**config.mk**
```make
export PLATFORM = sky130hd
export DESIGN_NAME = via_spare_route
export DESIGN_NICKNAME = d
export VERILOG_FILES = /design/src/rtl/via_spare_route.sv
export SDC_FILE = /design/constraint.sdc
export NUM_CORES = 1
export LEC_CHECK = 0
export BUFFER_PORTS_ARGS = -buffer_cell sky130_fd_sc_hd__buf_2
export CORE_MARGIN = 2
export CORE_UTILIZATION = 45
export DETAILED_ROUTE_END_ITERATION = 8
export PLACE_DENSITY = 0.73
export SLEW_MARGIN = 20
export SYNTH_ARGS = -nofsm -noshare
export SYNTH_HDL_FRONTEND = slang
export SYNTH_SLANG_ARGS = --single-unit
export TNS_END_PERCENT = 1
```
**constraint.sdc**
```tcl
create_clock -name vclk -period 16.93
set_input_delay 4.2325 -clock vclk [all_inputs]
set_output_delay 4.2325 -clock vclk [all_outputs]
set_load 0.05 [all_outputs]
```
**src/rtl/via_spare_route.sv**
```systemverilog
module via_spare_route #(
  parameter int NSIG = 3,
  parameter int NVIA = 5,
  parameter int NSEC = 2
) (
  input  logic [NSEC*NVIA-1:0] pass_map,
  input  logic [NSEC*NSIG-1:0] sig_tx,
  output logic [NSEC*NVIA-1:0] via_tx,
  input  logic [NSEC*NVIA-1:0] via_rx,
  output logic [NSEC*NSIG-1:0] sig_rx,
  output logic [NSEC-1:0]      unrepairable
);

  for (genvar s = 0; s < NSEC; s++) begin : g_sec
    logic [NVIA-1:0] ok, vt, vr;
    logic [NSIG-1:0] st, sr;
    logic            bad;

    assign ok = pass_map[s*NVIA +: NVIA];
    assign st = sig_tx[s*NSIG +: NSIG];
    assign vr = via_rx[s*NVIA +: NVIA];

    always_comb begin
      int k;
      k  = 0;
      vt = '0;
      sr = '0;
      for (int v = 0; v < NVIA; v++) begin
        if (ok[v] && k < NSIG) begin
          vt[v] = st[k];
          sr[k] = vr[v];
          k = k + 1;
        end
      end
      bad = (k < NSIG);


      a_r3_flag_matches_count: assert (bad == ($countones(ok) < NSIG));

      for (int v = 0; v < NVIA; v++)
        if (!ok[v]) a_r4_failed_via_low: assert (vt[v] == 1'b0);

      for (int i = 0; i < NSIG; i++)
        if (i >= $countones(ok)) a_r6_unassigned_zero: assert (sr[i] == 1'b0);
      // loopback of a repairable section restores the signals
      if (!bad && vr == vt) a_r5_loopback_restores: assert (sr == st);
    end

    assign via_tx[s*NVIA +: NVIA] = vt;
    assign sig_rx[s*NSIG +: NSIG] = sr;
    assign unrepairable[s]        = bad;
  end

endmodule

```
==> Implementation_results.wiki, run 1 <==
{| class="wikitable"
! Metric !! Value
|-
| Total gr overflow || 0
|-
| Maximum VDD drop || about 0.000033 V
|-
| Global-route wire length before repair || ~4400 um
|-
| Crit path capture type || primary output
|-
| Number of routed nets with antenna violations || 0
|-
| Number of ports placed on the die boundary || 44
|-
| Most frequent cell on the critical path || inv_1
|-
| Sort of element at the start of the critical path || input pin
|-
| Final worst slack || 5.03 ns
|-
| Final net count || 248
|-
| RSZ-0062 raised after global routing || no
|-
| Number of hold-repair buffers added at the cts stage || 0
|-
| Number of cells in the design after placement || 228
|-
| Fraction of the yosys area taken by sequential cells || 0%
|-
| First DRT Iteration DRCs || 9
|-
| Class of the most critical setup path || in -> out
|-
| Distinct cell type count of the synthesized netlist || 40
|-
| Clock share of power || 0%
|-
| Post-route insts no fill || ~230
|-
| DIE HEIGHT || 54.1 um
|-
| Final Instance Area || 0.00136 mm2
|-
| Cell Rows || 18
|-
| Total core area || 0.00243 mm2
|-
| Post-synthesis instance total || around 160
|-
| Pre-CTS setup slack || 5.06 ns
|-
| Net load switching power || about 45 uW
|-
| Data arrival time at the worst-slack endpoint || about 7.7 ns
|-
| Area growth from synthesis to layout || 20.5%
|-
| M3 GR Usage || less than 1%
|-
| Result of the run || complete, no violations
|-
| Global Route met2 Usage || 40.2%
|-
| Library cell contributing the largest single delay on the critical path || fa_1
|-
| Minimum clock period || 11.90 ns
|-
| Hpwl dp || roughly 2400 um
|-
| Crit-path cells || buf_2 -> inv_1 -> fa_1 -> inv_1 -> ha_1 -> inv_1 -> ha_1 -> and2_1 -> nand2_1 -> o21ai_1 -> inv_1 -> ha_1 -> nor2b_1 -> nor3_1 -> a211oi_1 -> a21oi_1 -> buf_2
|-
| Number of setup violations in the final report || 0
|-
| Overall via count from detail_route || about 1,200
|-
| Number of antenna diodes || 0
|-
| Count of final hold-check violations || 0
|-
| Residual DRC count || 0
|-
| Count of buffers added by post-CTS timing repair for setup || 0
|-
| Instance area at placement || 0.00136 mm2
|-
| Initial antenna violation count || 0
|-
| Floorplan die area || 0.00292 mm2
|-
| Last weighted congestion value of the routability-driven placer || a little over 0.9
|-
| Tcrit/Tclk final || 70.3%
|-
| Proportion of total power due to net switching || 66.7%
|-
| Leakage Power || 0.000739 uW
|-
| Max Clock Freq || between 80 and 90 MHz
|-
| Power Internal || 22.5 uW
|-
| X dimension of the die || 54.1 um
|-
| Share of post-route cells with drive strength above 1 || 27.3%
|-
| Number of max-slew violations in the final report || 0
|-
| Max Cap Violations || 0
|-
| Buffers on Ports || 44
|-
| Per-cell routed wire length || between 10 and 15 um
|-
| Type of the worst min-delay path || in -> out
|-
| Post-synthesis area per instance || 7.14 um2
|-
| Synthesis warning total || 0
|-
| Number of global-route vias before repair || 1,089
|-
| Average vias per placed instance || approximately 5.3
|-
| Total wire length || about 2800 um
|-
| Longest individual stage delay on the worst path || between 0.7 and 0.8 ns
|-
| Largest net degree at the start of global routing || 11
|-
| Sequential cell area || 0 um2
|-
| Number of instances resized during post-cts repair || 0
|-
| Clock buffer cells || 0
|-
| Count of sequential standard cells || 0
|-
| Number of fillers in the final layout || 250
|-
| Area used by multi-input combinational logic || 0.00103 mm2
|-
| Post-Route Utilization || 55.9%
|-
| Length of the first detailed-routing pass in iterations || 6
|-
| Power share of the sequential group || 0%
|-
| Worst-path fanout max || 10
|-
| Initial Utilization || 46.4%
|-
| Share of total power in combinational logic || 100.0%
|-
| GRT Overall Usage || 19.4%
|-
| Data required time of the critical path || 12.70 ns
|-
| Sum of negative setup slack || 0 ns
|-
| GR met1 Demand/Resource || between 20% and 30%
|-
| Post-synthesis instance area || 0.00113 mm2
|-
| Pwr dens || 49.8 mW/mm2
|-
| Gr busiest metal || met2
|}
power groups by stage:
stage | combinational [uW] | clock, uW | sequential [uW]
6_report | 67.7 | 0 | 0
5_1_grt | 73.8 | 0 | 0
4_1_cts | 67.8 | 0 | 0
3_5_place_dp | 67.6 | 0 | 0
3_3_place_gp | 65.7 | 0 | 0
2_1_floorplan | 53.4 | 0 | 0
through the flow:
step	hold slack [ns]	total power, uW
after floorplan	8.72	53.4
after global placement	8.87	65.7
after detailed placement	8.87	67.6
after CTS	8.87	67.8
after global routing	8.91	73.8
final	8.87	67.7
cells in the mapped netlist:
master	instances	area share (%)
o311a_1	1	0.89
nor2b_1	4	2.2
nor2_1	9	3.0
a32o_1	2	1.8
o21ai_0	5	2.2
a31oi_1	3	1.7
o22ai_1	1	0.55
nand2_1	25	8.3
buf_4	2	1.3
nor3_1	2	0.89
nand2_2	1	0.55
buf_2	3	1.3
mux2i_1	8	7.1
a221oi_1	1	0.78
a41oi_1	1	0.78
fa_1	2	3.5
inv_1	14	4.7
nand4_1	1	0.55
ha_1	20	22
nand3_1	7	3.1
a311o_1	1	0.89
a221o_1	1	0.89
conb_1	1	0.33
and2_1	5	2.8
o21ai_4	1	1.4
o311a_4	1	1.9
and3_1	5	2.8
a311oi_1	1	0.78
a211oi_1	1	0.67
o21ai_1	3	1.3
inv_2	4	1.3
o31a_1	1	0.78
a21oi_1	5	2.2
mux2_1	7	7.0
a21boi_2	1	1.0
xnor2_2	2	2.9
nand3b_1	1	0.67
nor3b_1	1	0.67
o21a_1	1	0.67
nand2b_1	3	1.7
worst max-delay path: cells and delay by family:
family / cells / cell delay [ns]
buffers and inverters: 6 / 0.80
AOI/OAI and AO/OA: 3 / 0.48
and+or+nand+nor: 4 / 0.71
adders and majority gates: 4 / 1.44
layout by cell type, fill, tap and decap left out, drive strengths merged:
cell type	instances
conb	2
fa	2
a21boi	1
a32o	2
o21a	1
o21ai	9
mux2	7
a21oi	5
o22ai	1
and3	5
inv	18
mux2i	8
a311oi	1
nand3b	1
buf	44
nor2b	4
ha	20
a41oi	1
nand2b	3
xnor2	2
nor3	2
a221oi	1
nand2	26
a211oi	1
a311o	1
o311a	2
nor2	9
nor3b	1
a31oi	3
o31a	1
and2	5
nand4	1
nand3	7
a221o	1
cell families (layout without fill, tap and decap cells):
kind of cell	Yosys count	in the layout	share of synthesized area, %
adders and majority gates	22	22	25.7
muxes	15	15	14.1
AOI/OAI and AO/OA	31	31	21.2
and+or+nand+nor	64	64	27.2
buffers and inverters	23	62	8.65
xor gates and xnor gates	2	2	2.88
other	1	2	0.332
cell type report:
cell class | count | share of cell area, %
Timing Repair Buffer | 44 | 16.2
Inverter | 18 | 4.97
Multi-Input combinational cell | 136 | 76.1
Tap cell | 30 | 2.76
final timing paths:
check,depth (start not counted),end,startpoint
worst max-delay path,17,unrepairable[1],pass_map[5]
worst min-delay path,4,sig_rx[1],via_rx[4]
metal layers:
layer | vias up | share of wire [%]
met4 | 0 | 0
met2 | 33 | 51
met5 | - | 0
met1 | 553 | 45
li1 | 629 | -
met3 | 0 | 4.8
(Power assumes the default switching activity.)
==> run 2, diff against run 1 <==
--- a/config.mk
+++ b/config.mk
@@ -5,11 +5,12 @@
 export SDC_FILE = /design/constraint.sdc
 export NUM_CORES = 1
 export LEC_CHECK = 0
+export ABC_AREA = 1
 export BUFFER_PORTS_ARGS = -buffer_cell sky130_fd_sc_hd__buf_2
 export CORE_MARGIN = 2
 export CORE_UTILIZATION = 45
 export DETAILED_ROUTE_END_ITERATION = 8
-export PLACE_DENSITY = 0.73
+export PLACE_DENSITY = 0.74
 export SLEW_MARGIN = 20
 export SYNTH_ARGS = -nofsm -noshare
 export SYNTH_HDL_FRONTEND = slang
==> constraint.sdc (replaced) <==
create_clock -name vclk -period 10
set_input_delay 2.5 -clock vclk [all_inputs]
set_output_delay 2.5 -clock vclk [all_outputs]
set_load 0.05 [all_outputs]
==> Implementation_results.wiki, run 2 <==
{| class="wikitable"
! Metric !! Value
|-
| Number of ports placed on the die boundary || 44
|-
| Number of cells in the design after placement || roughly 290
|-
| Overall via count from detail_route || 1,410
|-
| Post-route insts no fill || 288
|-
| Sum of negative setup slack || 0 ns
|-
| Cell types with the largest area share after synthesis || nand2_1, ha_1, nand3_1
|-
| Most frequent cells after synthesis || nand2_1, inv_1, nand3_1
|-
| Area fraction of the dominant cell type after synthesis || 22.2%
|-
| Number of setup violations in the final report || 0
|-
| Number of antenna diodes || 0
|-
| Initial antenna violation count || 0
|-
| Crit path capture type || primary output
|-
| Sequential cell area || 0 um2
|-
| Floorplan die area || 0.00313 mm2
|-
| Commonest non-fill, non-tap cell in the layout || nand2_1
|-
| X dimension of the die || around 56 um
|-
| Fraction of the yosys area taken by sequential cells || 0%
|-
| Power after layout || 123 uW
|-
| Count of sequential standard cells || 0
|-
| Routed length on met1 || 1290 um
|-
| Global-route wire length before repair || ~5000 um
|-
| Max Clock Freq || 128 MHz
|-
| Proportion of total power due to net switching || 70.6%
|-
| Distinct cell type count of the synthesized netlist || 26
|-
| Sort of element at the start of the critical path || input pin
|-
| Total core area || 0.00252 mm2
|-
| Leakage Power || 0.000923 uW
|-
| Total met2 wirelength after detailed routing || 1330 um
|-
| Type of the worst min-delay path || in -> out
|-
| Last weighted congestion value of the routability-driven placer || 0.856
|-
| Clock buffer cells || 0
|-
| Count of final hold-check violations || 0
|-
| Routed wl met3 || between 100 and 150 um
|-
| Data arrival time at the worst-slack endpoint || about 5.3 ns
|-
| Result of the run || complete, no violations
|-
| Share of total power in combinational logic || 100.0%
|-
| Length of the first detailed-routing pass in iterations || 4
|-
| Per-cell routed wire length || 9.64 um
|-
| Max Cap Violations || 0
|-
| First DRT Iteration DRCs || 42
|-
| GRT Overall Usage || 18.3%
|-
| Post-synthesis instance total || roughly 220
|-
| Synthesis warning total || 0
|-
| Power share of the sequential group || 0%
|-
| Average vias per placed instance || 4.90
|-
| Pwr dens || 83.9 mW/mm2
|-
| Residual DRC count || 0
|-
| Area growth from synthesis to layout || 20.3%
|-
| Largest net degree at the start of global routing || 9
|-
| Number of instances resized during post-cts repair || 0
|-
| Final net count || a little over 300
|-
| Cell with the most instances after synthesis || nand2_1
|-
| Worst-path fanout max || 7
|-
| Number of hold-repair buffers added at the cts stage || 0
|-
| Uppermost metal layer occupied by signal nets || met4
|-
| Minimum clock period || 7.81 ns
|-
| Number of max-slew violations in the final report || 0
|-
| Number of global-route vias before repair || ~1,300
|-
| Tcrit/Tclk final || 78.1%
|-
| Clock share of power || 0%
|-
| Total wire length || roughly 2800 um
|-
| Cell Rows || 18
|-
| Hpwl dp || ~2500 um
|-
| Buffers on Ports || 44
|-
| Highest-count cells in the layout ignoring fill and taps || nand2_1, buf_2, inv_1, nand3_1, ha_1
|-
| Power Internal || 36.1 uW
|-
| Count of buffers added by post-CTS timing repair for setup || 0
|-
| Number of routed nets with antenna violations || 0
|-
| Initial Utilization || 48.2%
|-
| Maximum VDD drop || 0.0000640 V
|-
| Post-synthesis area per instance || 5.66 um2
|-
| Class of the most critical setup path || in -> out
|-
| Dominant cell type by area after synthesis || nand2_1
|-
| Net load switching power || ~87 uW
|-
| DIE HEIGHT || 56.0 um
|-
| Post-synthesis instance area || between 0.001 and 0.0015 mm2
|-
| Share of post-route cells with drive strength above 1 || a little over a quarter
|-
| RSZ-0062 raised after global routing || no
|-
| Data required time of the critical path || 7.50 ns
|-
| Total gr overflow || 0
|}
run 2: kinds of logic after synthesis:
kind of cell	share of synthesized area [%]
buffers and inverters	12.0
other	0.308
AOI/OAI and AO/OA	8.33
and+or+nand+nor	55.5
adders and majority gates	23.9
run 2: routing by layer:
metal | vias to the layer above | GRT usage (%)
met1 | 592 | 24.7
met4 | 0 | 0.680
met5 | - | 0
li1 | 776 | -
met3 | 2 | 0.698
met2 | 40 | 33.9
run 2: path summary, 6_finish.rpt:
kind,startpoint,endpoint,slack (ns),depth (start not counted)
max,pass_map[0],sig_rx[1],2.19,21
min,pass_map[5],via_tx[6],5.41,3
run 2: cell type report:
class / count / area [um2]
multi-input cells: 179 / 1070
inverters: 35 / 131
well taps: 30 / 37.5
repair buffers: 44 / 220
fillers: 278 / 1060
run 2: power groups by stage:
stage                     combinational, uW  sequential [uW]  clock [uW]
after floorplan                        98.5                0           0
after CTS                               123                0           0
after detailed placement                123                0           0
final                                   123                0           0
after global routing                    137                0           0
after global placement                  123                0           0
run 2: per-stage QoR:
step / setup slack, ns / util (%) / area, um2 / hold WS (ns)
global route: 1.86 / 58.0 / 1460 / 5.43
CTS: 2.18 / 58.0 / 1460 / 5.41
global placement: 2.22 / 58.0 / 1460 / 5.40
detailed placement: 2.18 / 58.0 / 1460 / 5.41
finish: 2.19 / 58.0 / 1460 / 5.41
floorplan: 2.57 / - / 1220 / 5.22
run 2: worst max-delay path: stages:
cell,delay [ns]
buf_2,0.14
inv_1,0.11
ha_1,0.37
nand2_1,0.13
nand3_2,0.12
nand2_1,0.15
inv_1,0.09
ha_1,0.18
inv_1,0.05
ha_1,0.13
nand2_1,0.13
or2_1,0.28
nand2_4,0.11
inv_2,0.06
ha_1,0.19
nand2_1,0.07
nand3_1,0.07
nand2_1,0.06
nand2_1,0.05
nand2_1,0.05
buf_2,0.25
